===== config.mk =====
export PLATFORM = sky130hd
export DESIGN_NAME = thermal_guard
export DESIGN_NICKNAME = d
export VERILOG_FILES = /design/src/rtl/thermal_guard_pkg.sv /design/src/rtl/tg_level.sv /design/src/rtl/tg_persist.sv /design/src/rtl/tg_fsm.sv /design/src/rtl/thermal_guard.sv
export SDC_FILE = /design/constraint.sdc
export NUM_CORES = 1
export LEC_CHECK = 0
export BUFFER_PORTS_ARGS = -buffer_cell sky130_fd_sc_hd__buf_2
export CORE_MARGIN = 5
export CORE_UTILIZATION = 54
export DETAILED_ROUTE_END_ITERATION = 12
export PLACE_DENSITY = 0.82
export SKIP_CTS_REPAIR_TIMING = 1
export SLEW_MARGIN = 10
export SYNTH_ARGS = -nofsm -noshare
export SYNTH_HDL_FRONTEND = slang
export SYNTH_SLANG_ARGS = --single-unit

===== constraint.sdc =====
create_clock -name clk -period 3 [get_ports clk]
set_input_delay 0.15 -clock clk [delete_from_list [all_inputs] [get_ports clk]]
set_output_delay 0.15 -clock clk [all_outputs]
set_load 0.05 [all_outputs]

===== src/rtl/thermal_guard_pkg.sv =====
// Shared types for the thermal overload controller.
package thermal_guard_pkg;
    typedef enum logic [1:0] {
        ST_RUN     = 2'd0,
        ST_OFF     = 2'd1,
        ST_RESTART = 2'd2
    } tg_state_e;

    localparam int NUM_LEVELS = 3;   // index 0 minor, 1 major, 2 critical
    localparam int LVL_CRIT   = 2;
endpackage


===== src/rtl/tg_level.sv =====
// One alarm level with hysteresis. Sets on a sample at or above thr and
// clears on a sample below thr - hyst. Holds between samples.
// Assumes TEMP_W + 1 > HYST_W.
module tg_level #(
    parameter int TEMP_W = 10,
    parameter int HYST_W = 6
) (
    input  logic              clk,
    input  logic              rst_n,
    input  logic              sample_valid,
    input  logic [TEMP_W-1:0] temp,
    input  logic [TEMP_W-1:0] thr,
    input  logic [HYST_W-1:0] hyst,
    output logic              alarm
);
    localparam int PAD_W = TEMP_W + 1 - HYST_W;

    logic [TEMP_W:0] temp_plus_hyst;

    // Widened sum avoids the underflow of thr - hyst.
    always_comb temp_plus_hyst = {1'b0, temp} + {{PAD_W{1'b0}}, hyst};

    // Alarm flop: set on hot samples, clear below the band.
    always_ff @(posedge clk) begin
        if (!rst_n) begin
            alarm <= 1'b0;
        end else if (sample_valid) begin
            if (temp >= thr) begin
                alarm <= 1'b1;
            end else if (temp_plus_hyst < {1'b0, thr}) begin
                alarm <= 1'b0;
            end
        end
    end
endmodule


===== src/rtl/tg_persist.sv =====
// Counts consecutive samples at or above the critical threshold,
// saturating at PERSIST_N. trip is high once the count is full.
module tg_persist #(
    parameter int TEMP_W    = 10,
    parameter int PERSIST_N = 3
) (
    input  logic              clk,
    input  logic              rst_n,
    input  logic              sample_valid,
    input  logic [TEMP_W-1:0] temp,
    input  logic [TEMP_W-1:0] crit_thr,
    output logic              trip
);
    localparam int CNT_W = $clog2(PERSIST_N + 1);
    localparam logic [CNT_W-1:0] CNT_MAX = CNT_W'(PERSIST_N);

    logic [CNT_W-1:0] run_cnt;

    // Consecutive-hot counter; a cool sample restarts it.
    always_ff @(posedge clk) begin
        if (!rst_n) begin
            run_cnt <= '0;
        end else if (sample_valid) begin
            if (temp < crit_thr) begin
                run_cnt <= '0;
            end else if (run_cnt != CNT_MAX) begin
                run_cnt <= run_cnt + 1'b1;
            end
        end
    end

    // Trip level from the registered count.
    always_comb trip = (run_cnt == CNT_MAX);
endmodule


===== src/rtl/tg_fsm.sv =====
// Policy register and run / off / restart sequencer. The applied policy
// follows the written bit only while in RUN. RESTART powers main rails
// and holds host reset for RST_DELAY cycles. Assumes RST_DELAY >= 1.
module tg_fsm
    import thermal_guard_pkg::*;
#(
    parameter int RST_DELAY = 4
) (
    input  logic      clk,
    input  logic      rst_n,
    input  logic      trip,
    input  logic      cool,
    input  logic      pol_wr,
    input  logic      pol_continue,
    output tg_state_e state,
    output logic      eff_policy,
    output logic      main_pwr_en,
    output logic      host_rst_n
);
    localparam int TMR_W = $clog2(RST_DELAY + 1);
    localparam logic [TMR_W-1:0] TMR_LAST = TMR_W'(RST_DELAY - 1);

    tg_state_e        state_nx;
    logic [TMR_W-1:0] tmr, tmr_nx;
    logic             pol_reg;

    // Software-written policy bit, shutdown after reset.
    always_ff @(posedge clk) begin
        if (!rst_n)      pol_reg <= 1'b0;
        else if (pol_wr) pol_reg <= pol_continue;
    end

    // Applied policy, sampled from the register only while running.
    always_ff @(posedge clk) begin
        if (!rst_n)                eff_policy <= 1'b0;
        else if (state == ST_RUN)  eff_policy <= pol_reg;
    end

    // Next-state and restart timer logic.
    always_comb begin
        state_nx = state;
        tmr_nx   = tmr;
        unique case (state)
            ST_RUN: begin
                if (trip && !eff_policy) state_nx = ST_OFF;
            end
            ST_OFF: begin
                if (cool) begin
                    state_nx = ST_RESTART;
                    tmr_nx   = '0;
                end
            end
            ST_RESTART: begin
                if (tmr == TMR_LAST) state_nx = ST_RUN;
                else                 tmr_nx   = tmr + 1'b1;
            end
            default: state_nx = ST_RUN;
        endcase
    end

    // State and timer registers.
    always_ff @(posedge clk) begin
        if (!rst_n) begin
            state <= ST_RUN;
            tmr   <= '0;
        end else begin
            state <= state_nx;
            tmr   <= tmr_nx;
        end
    end

    // Power and reset outputs decoded from the state register.
    always_comb begin
        main_pwr_en = (state != ST_OFF);
        host_rst_n  = (state == ST_RUN);
    end
endmodule


===== src/rtl/thermal_guard.sv =====
// Thermal overload controller top: three hysteresis alarm levels, a
// persistence filter on the critical level, and the policy sequencer.
// Assumes samples arrive as single-cycle sample_valid strobes.
module thermal_guard
    import thermal_guard_pkg::*;
#(
    parameter int TEMP_W    = 10,
    parameter int HYST_W    = 6,
    parameter int PERSIST_N = 3,
    parameter int RST_DELAY = 4
) (
    input  logic              clk,
    input  logic              rst_n,
    input  logic              sample_valid,
    input  logic [TEMP_W-1:0] temp,
    input  logic [TEMP_W-1:0] minor_thr,
    input  logic [TEMP_W-1:0] major_thr,
    input  logic [TEMP_W-1:0] crit_thr,
    input  logic [HYST_W-1:0] hyst_margin,
    input  logic [TEMP_W-1:0] recover_thr,
    input  logic              pol_wr,
    input  logic              pol_continue,
    output logic              alarm_minor,
    output logic              alarm_major,
    output logic              alarm_crit,
    output logic              main_pwr_en,
    output logic              host_rst_n,
    output logic [1:0]        ctl_state
);
    logic [TEMP_W-1:0]     thr_vec [NUM_LEVELS];
    logic [NUM_LEVELS-1:0] alarm_vec;
    logic                  trip;
    logic                  cool;
    logic                  eff_policy;
    tg_state_e             state;

    // Threshold gathering for the level array.
    always_comb begin
        thr_vec[0] = minor_thr;
        thr_vec[1] = major_thr;
        thr_vec[2] = crit_thr;
    end

    for (genvar g = 0; g < NUM_LEVELS; g++) begin : g_lvl
        tg_level #(.TEMP_W(TEMP_W), .HYST_W(HYST_W)) u_lvl (
            .clk(clk), .rst_n(rst_n), .sample_valid(sample_valid),
            .temp(temp), .thr(thr_vec[g]), .hyst(hyst_margin),
            .alarm(alarm_vec[g])
        );
    end

    tg_persist #(.TEMP_W(TEMP_W), .PERSIST_N(PERSIST_N)) u_persist (
        .clk(clk), .rst_n(rst_n), .sample_valid(sample_valid),
        .temp(temp), .crit_thr(crit_thr), .trip(trip)
    );

    // Recovery qualifier: a valid sample below the recovery threshold.
    always_comb cool = sample_valid && (temp < recover_thr);

    tg_fsm #(.RST_DELAY(RST_DELAY)) u_fsm (
        .clk(clk), .rst_n(rst_n), .trip(trip), .cool(cool),
        .pol_wr(pol_wr), .pol_continue(pol_continue),
        .state(state), .eff_policy(eff_policy),
        .main_pwr_en(main_pwr_en), .host_rst_n(host_rst_n)
    );

    // Output mapping.
    always_comb begin
        alarm_minor = alarm_vec[0];
        alarm_major = alarm_vec[1];
        alarm_crit  = alarm_vec[LVL_CRIT];
        ctl_state   = state;
    end
endmodule


======== Yosys cells after proc, flatten, opt, wreduce, memory -nomap -nowiden ========
Cells that the tools add are included.
cells by class
  $lt $le $gt $ge ......................... 8
  reductions and logical operators ........ 15
  muxes and demuxes ....................... 15
  add/sub/neg operators ................... 3
  eq/ne operators ......................... 10
operators by type and width
  cell                                                   count
  < comparator 11 x 10 -> 1 bit                          3
  >= comparator 10 bit                                   3
  < comparator 10 bit                                    2
  adder 10 x 6 -> 11 bit                                 1
  two-way mux 2 bit                                      5
  nonzero test 2 bit                                     5
  AND reduction 2 bit                                    4
  two-way mux 1 bit                                      6
  two-way mux 3 bit                                      2
  inequality test 2 x 1 -> 1 bit, second input constant  3
  inequality test 2 bit, second input constant           3
  one-hot mux 2 bit (3 select lines)                     1
  one-hot mux 3 bit (2 select lines)                     1
  AND reduction 3 bit                                    2
  == test 2 bit, second input constant                   2
  adder 3 x 1 -> 3 bit, second input constant            1
  == test 3 x 2 -> 1 bit, second input constant          1
  adder 2 x 1 -> 2 bit, second input constant            1
  == test 2 x 1 -> 1 bit, second input constant          1
  logical AND 1 bit                                      2
  zero test 2 bit                                        1
  zero test 1 bit                                        1
storage, ports and cells
  register bits ........................... 12
  word-level logic and storage cells ...... 59

======== Logic depth before layout (Yosys ltp) ========
Gate-level depths: netlist of run 1.
  depth after elaboration ................. 4
  mapped depth ............................ 13

======== Hierarchy ========
A second synthesis of run 1 with hierarchy kept.
second synthesis, totals
  cell total of the unflattened synthesis .. 405
  area, all modules ....................... 3221.8 um2
modules (own cells, without submodules)
  module         times used  area an instance (um2)  cells an instance
  tg_level       3           769.5                   97
  tg_persist     1           345.3                   46
  tg_fsm         1           330.3                   36
  thermal_guard  1           237.7                   32

======== Least setup slack after synthesis of run 1 ========
OpenSTA, ideal clock, no wires.
  kind .................................... input to register
  start point ............................. in temp[0]
  end point ............................... reg g_lvl[2].u_lvl.alarm
  data required time ...................... 2882 ps
  path buffers ............................ 0
  data arrival time ....................... 2598 ps
  stages .................................. 12
  library setup time ...................... 118 ps
  setup slack ............................. 284 ps
  cell sequence ........................... ha_1 -> fa_1 -> a211oi_1 -> o21ai_0 -> a21oi_1 -> nor2_1 -> xor2_1 -> ha_1 -> and4_1 -> a221oi_1 -> o211ai_1 -> o2bb2ai_1
on the way
  longest elaborated chain between the ends .. 4
ends and longest elaborated chain
  item                           RTL line             source
  start: declaration             thermal_guard.sv:15  input logic [TEMP_W-1:0] temp,
  adder 10 x 6 -> 11 bit         tg_level.sv:21       always_comb temp_plus_hyst = {1'b0, temp} + {{PAD_W{1'b0}}, hyst};
  < comparator 11 x 10 -> 1 bit  tg_level.sv:30       end else if (temp_plus_hyst < {1'b0, thr}) begin
  nonzero test 2 bit (no line)   n/a
  AND reduction 2 bit (no line)  n/a
  end signal: assignment         tg_level.sv:26       alarm <= 1'b0;
  end signal: assignment         tg_level.sv:29       alarm <= 1'b1;
  end signal: assignment         tg_level.sv:31       alarm <= 1'b0;
  end: declaration               tg_level.sv:14       output logic alarm
Several ways; a longest one is shown, not always the timed one.
A chain may end at the register's enable or synchronous reset.

======== Worst setup path in the final report of run 1 ========
Same ends and word-level chain as after synthesis.

==> summary.txt, run 1 <==
Route
  – Number of vias per cell: 5.75
  – Drt total wl: 6.00 mm
  – Vias after detailed routing: 2420
  – DR pass1 iterations: 4
  – DRT iter0 DRCs: 83
  – DRC violations left: 0
  – Routed Antenna Nets: 0
  – WL/cell: 14.3 microns

Synth
  – Synth area leader: ha_1
  – Unique masters post-synth: 47
  – Count leader, synth: ha_1
  – Synthesized Nets: 437
  – Post-synth ARST share: 0%
  – Main synth FF type: dfxtp_1
  – Post-synth EDFFs: 0
  – Mapped Area: 2440 sq um
  – Register area share after synthesis: 9.85%
  – Mapped Avg Cell Area: 8.13 sq um
  – Synth warnings: 0
  – Post-Synthesis Cells: 300
  – Top cells by area, synth: ha_1 38%, dfxtp_1 9.8%, inv_1 6.5%
  – #FFs+latches synth: 12
  – Synth cell count leaders: 75 x ha_1, 42 x inv_1, 17 x a21oi_1, 17 x nand2_1, 17 x o21ai_0
  – Post-synth top area share: 38.5%

Floorplanning
  – DIE AREA: 5960 sq um
  – Core area: 4350 sq um
  – Chip Height: 77.2 microns
  – Num rows: 24
  – Initial Utilization: 56.0%
  – Die width: 77.2 microns
  – IO Pins: 68

Outcome
  – Status: finished, final reports clean

Power
  – Maximum VDD drop: 0.126 mV
  – Leak: 1.58 nW
  – P per Cell Area: 273 nW/um^2
  – Post-layout power: 790 uW

Global route
  – Grt met2 use: 34.9%
  – Initial antenna violation count: 0
  – Total GRT Usage: 19.9%
  – Total grt overflow: 0
  – Grt peak-use layer: met2
  – Met3 Resource Use GR: 3.28%
  – Vias in the first global route: 2402
  – Global-route wire length before repair: 10.1 mm
  – Global routing met1 resource utilization: 24.7%
  – Largest net degree at the start of global routing: 21

Layout
  – Share of cells above drive strength 1: 20.3%
  – Post-Layout Cell Count: 421
  – Ant diodes: 0
  – Nets: 507
  – Fin area: 2890 sq um
  – Largest registers: g_lvl.u_lvl.alarm (3), u_fsm.tmr (3)
  – P&R area growth vs syn: 18.5%

STA
  – Worst-margin pin slew: 0.554 ns
  – Unrepaired setup endpoints after global routing: no
  – Hold_ws: 0.181 ns
  – Worst Skew: 0.00355 ns
  – Min Tclk post-route: 2.80 ns
  – Pins over their slew limit: 0
  – Final Hold Fails: 0
  – Setup Viol. Count Final: 0
  – F_max: 357 MHz
  – Slew headroom: 62.1%
  – Tcrit/Tclk final: 93.4%

Placement
  – Area post-placement: 2840 sq um
  – GPL Wtd Cong: 0.878
  – DP Wirelength: 5.26 mm
  – Dpl cells: 417
  – I/O Buffers: 67

Worst setup path
  – Cells along the critical path: buf_2 > ha_1 > fa_1 > a211oi_1 > o21ai_0 > a21oi_1 > nor2_1 > xor2_1 > ha_1 > and4_1 > a221oi_1 > o211ai_1 > o2bb2ai_1
  – Crit path max-delay cell type: fa_1
  – Critical path arrival: 2.93 ns
  – Worst setup SP type: input pin
  – Critical-path maximum fanout: 3
  – CP Capture Type: flip-flop
  – CP max stage delay: 0.44 ns
  – WP data required: 3.13 ns
  – Crit Path Category: in2reg
  – Worst path most repeated cell: ha_1

Clock network
  – Worst-Skew Late Latency: 0.24 ns
  – TritonCTS Buffers: 3
  – CTS tree: done
  – CTS root buffer: clkbuf_8
  – Clk buf depth: 2
  – Max H-tree Level: 1
  – Clk slew on worst S/H paths: 0.06 ns
  – TritonCTS sink count: 12

Worst hold path
  – HP Class: in2reg

Run
  – Max-capacitance violation count: 0
power by group:
group	total, mW	switching [mW]	internal [mW]
clock	0.178	0.0621	0.116
combinational	0.440	0.244	0.196
sequential	0.172	0.00481	0.167
metal layers:
metal	wire [microns]	up-vias
li1	-	1255
met1	2630	1078
met2	2920	77
met3	386	10
met4	67	0
met5	0	-
layout by cell type (no fill, tap or decap), types with 8 or more instances in the layout:
master and n:
nor2_1 8, a21oi_1 17, nand2_1 17, inv_1 42
nand4_1 10, a21o_1 10, nand3_1 8, o21ai_0 17
ha_1 75, buf_2 67, dfxtp_1 12
area by class of cell:
type                            instances  area [sq um]
Fill cell                             391          1460
Inverter                               42           158
Multi-Input combinational cell        243          2030
Timing Repair Buffer                   68           343
Clock buffer                            4          55.1
Tap cell                               52          65.1
Sequential cell                        12           240
kinds of logic (layout without fill, tap and decap cells):
kind of cell | count (synthesis) | in the layout | synth area share, %
AO/OA/AOI/OAI | 85 | 85 | 24.1
AND/OR/NAND/NOR | 71 | 71 | 15.8
XOR/XNOR | 10 | 10 | 3.59
adder cells (fa/ha/maj) | 76 | 76 | 39.3
multiplexers | 1 | 1 | 0.410
buffers and inverters | 45 | 114 | 6.97
flip-flops | 12 | 12 | 9.85
stage by stage:
step / setup slack (ns) / setup TNS, ns / util [%]
2_1_floorplan: 0.284 / 0 / -
3_3_place_gp: 0.0673 / 0 / 65.1
3_5_place_dp: -0.0294 / -0.0294 / 65.1
4_1_cts: 0.208 / 0 / 66.4
5_1_grt: 0.0125 / 0 / 66.4
6_report: 0.199 / 0 / 66.4
final timing paths:
path / from / to / slack [ns] / depth (start not counted)
setup / recovery: temp[0] / g_lvl[2].u_lvl.alarm$_SDFFE_PN0P_ / 0.20 / 13
hold / removal: pol_continue / u_fsm.pol_reg$_SDFFE_PN0P_ / 0.18 / 3
setup reg to reg: u_fsm.tmr[0]$_SDFFE_PN0P_ / u_fsm.tmr[2]$_SDFFE_PN0P_ / 1.28 / 5
hold reg to reg: u_fsm.pol_reg$_SDFFE_PN0P_ / u_fsm.eff_policy$_SDFFE_PN0P_ / 0.47 / 2
worst max-delay path: cells and delay by family:
family / cells / cell delay, ns
AO/OA/AOI/OAI: 6 / 1.27
XOR/XNOR: 1 / 0.16
adder cells (fa/ha/maj): 3 / 0.97
buffers and inverters: 1 / 0.11
AND/OR/NAND/NOR: 2 / 0.29
Power figures use the tool's default switching activity.
==> inputs of run 2 (changes only) <==
MAX_ROUTING_LAYER = met4   (was not set)
RECOVER_POWER = 50   (was not set)
==> summary.txt, run 2 (synthesized netlist as in run 1, its figures left out) <==
Placement
  – Area post-placement: 2840 sq um (unchanged)
  – DP Wirelength: 5.26 mm (unchanged)
  – Dpl cells: 417 (unchanged)
  – I/O Buffers: 67 (unchanged)
  – GPL Wtd Cong: 0.892 (+1.7%)
  – DP Worst Slack: -0.0294 ns (unchanged)

Global route
  – Largest net degree at the start of global routing: 21 (unchanged)
  – Grt peak-use layer: met2
  – Grt met2 use: 34.9% (unchanged)
  – Vias in the first global route: 2400 (-0.083%)
  – Total GRT Usage: 20.5% (+0.62 points)
  – Global-route wire length before repair: 10.1 mm (about the same)
  – Initial antenna violation count: 0 (unchanged)
  – Met3 Resource Use GR: 3.16% (-0.12 points)
  – Global routing met1 resource utilization: 24.9% (+0.28 points)
  – Total grt overflow: 0 (unchanged)

Clock network
  – TritonCTS Buffers: 3 (unchanged)
  – TritonCTS sink count: 12 (unchanged)
  – Clk buf depth: 2 (unchanged)
  – CTS tree: done
  – Worst-Skew Late Latency: 0.25 ns (about the same)
  – Max H-tree Level: 1 (unchanged)
  – CTS root buffer: clkbuf_8
  – Clk slew on worst S/H paths: 0.06 ns (about the same)

Power
  – Post-layout power: 792 uW (+0.25%)
  – Switching share of power: 39.6% (+0.30 points)
  – Part of the power in registers: 21.7% (about the same)
  – P_sw: 314 uW (+1.0%)
  – P per Cell Area: 275 nW/um^2 (+0.56%)
  – Gate power share: 55.4% (-0.3 points)
  – Pint: 478 uW (-0.24%)
  – Maximum VDD drop: 0.126 mV (-0.45%)
  – Clock power share: 22.9% (+0.3 points)
  – Leak: 1.56 nW (-1.6%)

Route
  – Drt total wl: 6.04 mm (+0.57%)
  – DRC violations left: 0 (unchanged)
  – DRT iter0 DRCs: 76 (-8.4%)
  – Routed Antenna Nets: 0 (unchanged)
  – WL/cell: 14.3 microns (+0.57%)
  – Vias after detailed routing: 2436 (+0.66%)
  – Number of vias per cell: 5.79 (+0.66%)
  – DR pass1 iterations: 4 (unchanged)

Worst setup path
  – RR Endpoint: u_fsm.tmr[2]$_SDFFE_PN0P_
  – Worst setup SP type: input pin
  – R2R Setup Slk: 1.27 ns (about the same)
  – Crit Path Category: in2reg
  – Critical path arrival: 2.94 ns (about the same)
  – Worst reg2reg path startpoint: u_fsm.tmr[0]$_SDFFE_PN0P_
  – Reg2reg path depth: 5 (unchanged)
  – CP Capture Type: flip-flop
  – WP data required: 3.14 ns (about the same)
  – Critical-path maximum fanout: 3 (unchanged)

STA
  – Worst Skew: 0.00374 ns (+0.000185 ns)
  – Worst-margin pin slew: 0.577 ns (+0.0235 ns)
  – F_max: 357 MHz (+0.13%)
  – Setup Viol. Count Final: 0 (unchanged)
  – Unrepaired setup endpoints after global routing: no
  – Hold_ws: 0.176 ns (-0.00487 ns)
  – Tcrit/Tclk final: 93.3% (-0.12 points)
  – Min Tclk post-route: 2.80 ns (-0.00356 ns)
  – Final Hold Fails: 0 (unchanged)
  – Pins over their slew limit: 0 (unchanged)
  – Final WS setup: 0.202 ns (+0.00356 ns)
  – Total negative slack: 0 ns (unchanged)
  – Slew headroom: 60.5% (-1.6 points)

Run
  – Max-capacitance violation count: 0 (unchanged)

Floorplanning
  – Num rows: 24 (unchanged)
  – Core area: 4350 sq um (unchanged)
  – Chip Height: 77.2 microns (unchanged)
  – DIE AREA: 5960 sq um (unchanged)
  – Die width: 77.2 microns (unchanged)
  – IO Pins: 68 (unchanged)
  – Initial Utilization: 56.0% (unchanged)

Layout
  – Most common cell after layout, fill and taps aside: ha_1
  – Share of cells above drive strength 1: 18.4% (-1.9 points)
  – Nets: 507 (unchanged)
  – Utilization after layout: 66.2% (-0.20 points)
  – Most frequent cells in the layout: 75 x ha_1, 60 x buf_2, 42 x inv_1
  – Largest registers: g_lvl.u_lvl.alarm (3), u_fsm.tmr (3)
  – Ant diodes: 0 (unchanged)
  – Post-Layout Cell Count: 421 (unchanged)
  – Fin area: 2880 sq um (-0.30%)
  – P&R area growth vs syn: 18.1%

Worst hold path
  – Hold Path Origin: pol_continue
  – Worst Hold Depth: 3 (unchanged)
  – HP Class: in2reg
  – Hold EP: u_fsm.pol_reg$_SDFFE_PN0P_

Outcome
  – Status: finished, final reports clean
-- run 2: cell count changes in the layout (fill, tap and decap cells not counted) --
cell / before / now
buf_2: 67 / 60
clkbuf_1: 0 / 7
-- run 2: cell type report --
class	instances	area (sq um)
well taps	52	65.1
flip-flops and latches	12	240
fillers	396	1470
repair buffers	68	334
clock buffers	4	55.1
inverters	42	158
multi-input cells	243	2030
-- run 2: worst max-delay path: stages --
cell	delay [ns]
buf_2	0.11
ha_1	0.22
fa_1	0.44
a211oi_1	0.32
o21ai_0	0.17
a21oi_1	0.24
nor2_1	0.09
xor2_1	0.15
ha_1	0.31
and4_1	0.20
a221oi_1	0.28
o211ai_1	0.12
o2bb2ai_1	0.14
-- run 2: worst max-delay path by stage --
stage                     slack, ns  cells past startpoint                                 to  startpoint
after floorplan                0.28                     12  g_lvl[2].u_lvl.alarm$_SDFFE_PN0P_     temp[0]
final                          0.20                     13  g_lvl[2].u_lvl.alarm$_SDFFE_PN0P_     temp[0]
after global routing           0.02                     13  g_lvl[2].u_lvl.alarm$_SDFFE_PN0P_     temp[0]
after CTS                      0.21                     13  g_lvl[2].u_lvl.alarm$_SDFFE_PN0P_     temp[0]
after detailed placement      -0.03                     13  g_lvl[2].u_lvl.alarm$_SDFFE_PN0P_     temp[0]
after global placement         0.07                     13  g_lvl[2].u_lvl.alarm$_SDFFE_PN0P_     temp[0]
-- run 2: per-layer routing --
layer	share of wire, %	vias to the layer above
met5	0	-
met4	1.2	0
met3	5.7	10
met2	49	72
met1	44	1099
li1	-	1255
-- run 2: power groups by stage --
stage / combinational, mW / sequential, mW / clock (mW)
floorplan: 0.287 / 0.188 / 0
global placement: 0.417 / 0.175 / 0
detailed placement: 0.436 / 0.175 / 0
CTS: 0.440 / 0.172 / 0.180
global route: 0.504 / 0.173 / 0.192
finish: 0.439 / 0.172 / 0.181
==> inputs of run 3 (changes only) <==
CORE_UTILIZATION = 40   (was 54)
GPL_TIMING_DRIVEN = 0   (was not set)
PLACE_DENSITY = not set   (was 0.82)
==> summary.txt, run 3 (synthesized netlist as in run 1, its figures left out) <==
Outcome
  – Status: finished, final reports clean

Global route
  – Total grt overflow: 0 (unchanged)
  – Initial antenna violation count: 0 (unchanged)
  – Vias in the first global route: 2326 (-3.1%)
  – Largest net degree at the start of global routing: 11 (-48%)
  – Global-route wire length before repair: 10.4 mm (+2.4%)
  – Total GRT Usage: 17.2% (-3.4 points)

Power
  – Pint: 476 uW (-0.42%)
  – Post-layout power: 789 uW (-0.40%)
  – P_sw: 313 uW (-0.36%)
  – Part of the power in registers: 21.8% (about the same)
  – Maximum VDD drop: 0.223 mV (+77%)
  – Leak: 1.56 nW (about the same)
  – Switching share of power: 39.6% (about the same)
  – P per Cell Area: 269 nW/um^2 (-2.1%)
  – Gate power share: 55.7% (+0.3 points)
  – Clock power share: 22.5% (-0.4 points)

Floorplanning
  – Core area: 5920 sq um (+36%)
  – Initial Utilization: 41.2% (-15 points)
  – IO Pins: 68 (unchanged)
  – Chip Height: 88.1 microns (+14%)
  – Num rows: 28 (+17%)
  – DIE AREA: 7760 sq um (+30%)
  – Die width: 88.1 microns (+14%)

Route
  – Drt total wl: 6.06 mm (+0.46%)
  – DRC violations left: 0 (unchanged)
  – DRT iter0 DRCs: 68 (-11%)
  – DR pass1 iterations: 4 (unchanged)
  – Routed Antenna Nets: 0 (unchanged)
  – Vias after detailed routing: 2339 (-4.0%)
  – WL/cell: 13.6 microns (-5.2%)
  – Number of vias per cell: 5.24 (-9.4%)

Placement
  – I/O Buffers: 67 (unchanged)
  – DP Wirelength: 5.42 mm (+2.9%)
  – DP Worst Slack: -0.245 ns (-0.215 ns)
  – GPL Wtd Cong: 0.832 (-6.8%)

STA
  – Tcrit/Tclk final: 91.5% (-1.7 points)
  – Min Tclk post-route: 2.75 ns (-0.0520 ns)
  – Slew headroom: 59.9% (-0.58 points)
  – Pins over their slew limit: 0 (unchanged)
  – Final WS setup: 0.254 ns (+0.0520 ns)
  – F_max: 364 MHz (+1.9%)
  – Worst Skew: 0.00327 ns (-0.000461 ns)
  – Unrepaired setup endpoints after global routing: no
  – Final Hold Fails: 0 (unchanged)
  – Worst-margin pin slew: 0.603 ns (+0.0262 ns)
  – Hold_ws: 0.181 ns (+0.00478 ns)
  – Total negative slack: 0 ns (unchanged)
  – Setup Viol. Count Final: 0 (unchanged)

Worst setup path
  – Worst setup SP type: input pin
  – Critical-path maximum fanout: 3 (unchanged)
  – CP max stage delay: 0.44 ns (about the same)
  – Critical path arrival: 2.88 ns (-0.06 ns)
  – Crit Path Category: in2reg
  – CP Capture Type: flip-flop
  – Crit path max-delay cell type: fa_1
  – Worst path most repeated cell: ha_1
  – Cells along the critical path: buf_2 > ha_1 > fa_1 > a211oi_2 > o21ai_0 > a21oi_2 > nor2_1 > xor2_2 > ha_1 > and4_1 > a221oi_1 > o211ai_1 > o2bb2ai_1
  – WP data required: 3.13 ns (about the same)
  – Reg2reg path depth: 7 (+2)

Layout
  – Filler instances: 615 (+55%)
  – Share of cells above drive strength 1: 18.9% (+0.44 points)
  – Ant diodes: 0 (unchanged)
  – P&R area growth vs syn: 20.1%
  – Largest registers: g_lvl.u_lvl.alarm (3), u_fsm.tmr (3)
  – Most frequent cells in the layout: 75 x ha_1, 60 x buf_2, 42 x inv_1
  – Nets: 509 (+0.39%)
  – Most common cell after layout, fill and taps aside: ha_1

Clock network
  – Clk buf depth: 2 (unchanged)
  – Clk slew on worst S/H paths: 0.06 ns (about the same)
  – CTS tree: done
  – Worst-Skew Late Latency: 0.24 ns (about the same)
  – TritonCTS sink count: 12 (unchanged)
  – CTS root buffer: clkbuf_8
  – TritonCTS Buffers: 3 (unchanged)
  – Max H-tree Level: 1 (unchanged)

Worst hold path
  – HP Class: in2reg
  – Worst Hold Depth: 3 (unchanged)

Run
  – Max-capacitance violation count: 0 (unchanged)
## run 3: critical path, delay by kind of cell
kind	cells	cell delay (ns)
XOR/XNOR	1	0.22
AND/OR/NAND/NOR	2	0.29
buffers and inverters	1	0.11
adder cells (fa/ha/maj)	3	0.96
AO/OA/AOI/OAI	6	1.13
## run 3: path summary, 6_finish.rpt
kind | from | to | slack, ns
min reg2reg | u_fsm.pol_reg$_SDFFE_PN0P_ | u_fsm.eff_policy$_SDFFE_PN0P_ | 0.46
min | pol_continue | u_fsm.pol_reg$_SDFFE_PN0P_ | 0.18
max reg2reg | u_fsm.tmr[0]$_SDFFE_PN0P_ | u_fsm.tmr[2]$_SDFFE_PN0P_ | 1.37
max | temp[0] | g_lvl[2].u_lvl.alarm$_SDFFE_PN0P_ | 0.25
## run 3: layout make-up
class	instances	area [sq um]	area share, %
multi-input combinational	243	2050	69.8
timing repair buffer	67	325	11.1
sequential	12	240	8.20
inverter	42	158	5.38
tap	75	93.8	3.20
clock buffer	4	55.1	1.88
buffer	3	12.5	0.427
## run 3: power by group through the flow
stage	sequential (mW)	combinational (mW)	clock, mW
global placement	0.175	0.427	0
finish	0.172	0.439	0.178
global route	0.172	0.509	0.190
floorplan	0.188	0.287	0
CTS	0.172	0.443	0.180
detailed placement	0.175	0.440	0
## run 3: per-stage QoR
step	utilization [%]	std cells	instance area [sq um]
after floorplan	-	300	2440
after global placement	48.5	442	2870
after detailed placement	48.5	442	2870
after CTS	49.4	446	2920
after global routing	49.5	446	2930
final	49.5	446	2930
## run 3: metal layers
metal  wire length (microns)  part of all wire, %  global-route usage, %  vias to the layer above
met1                    2920                   48                   22.5                     1008
met2                    2710                   45                   28.9                       66
met3                     382                  6.3                   1.22                        6
met5                       0                    0                      -                        -
li1                        -                    -                      -                     1259
met4                      54                 0.89                   3.71                        0
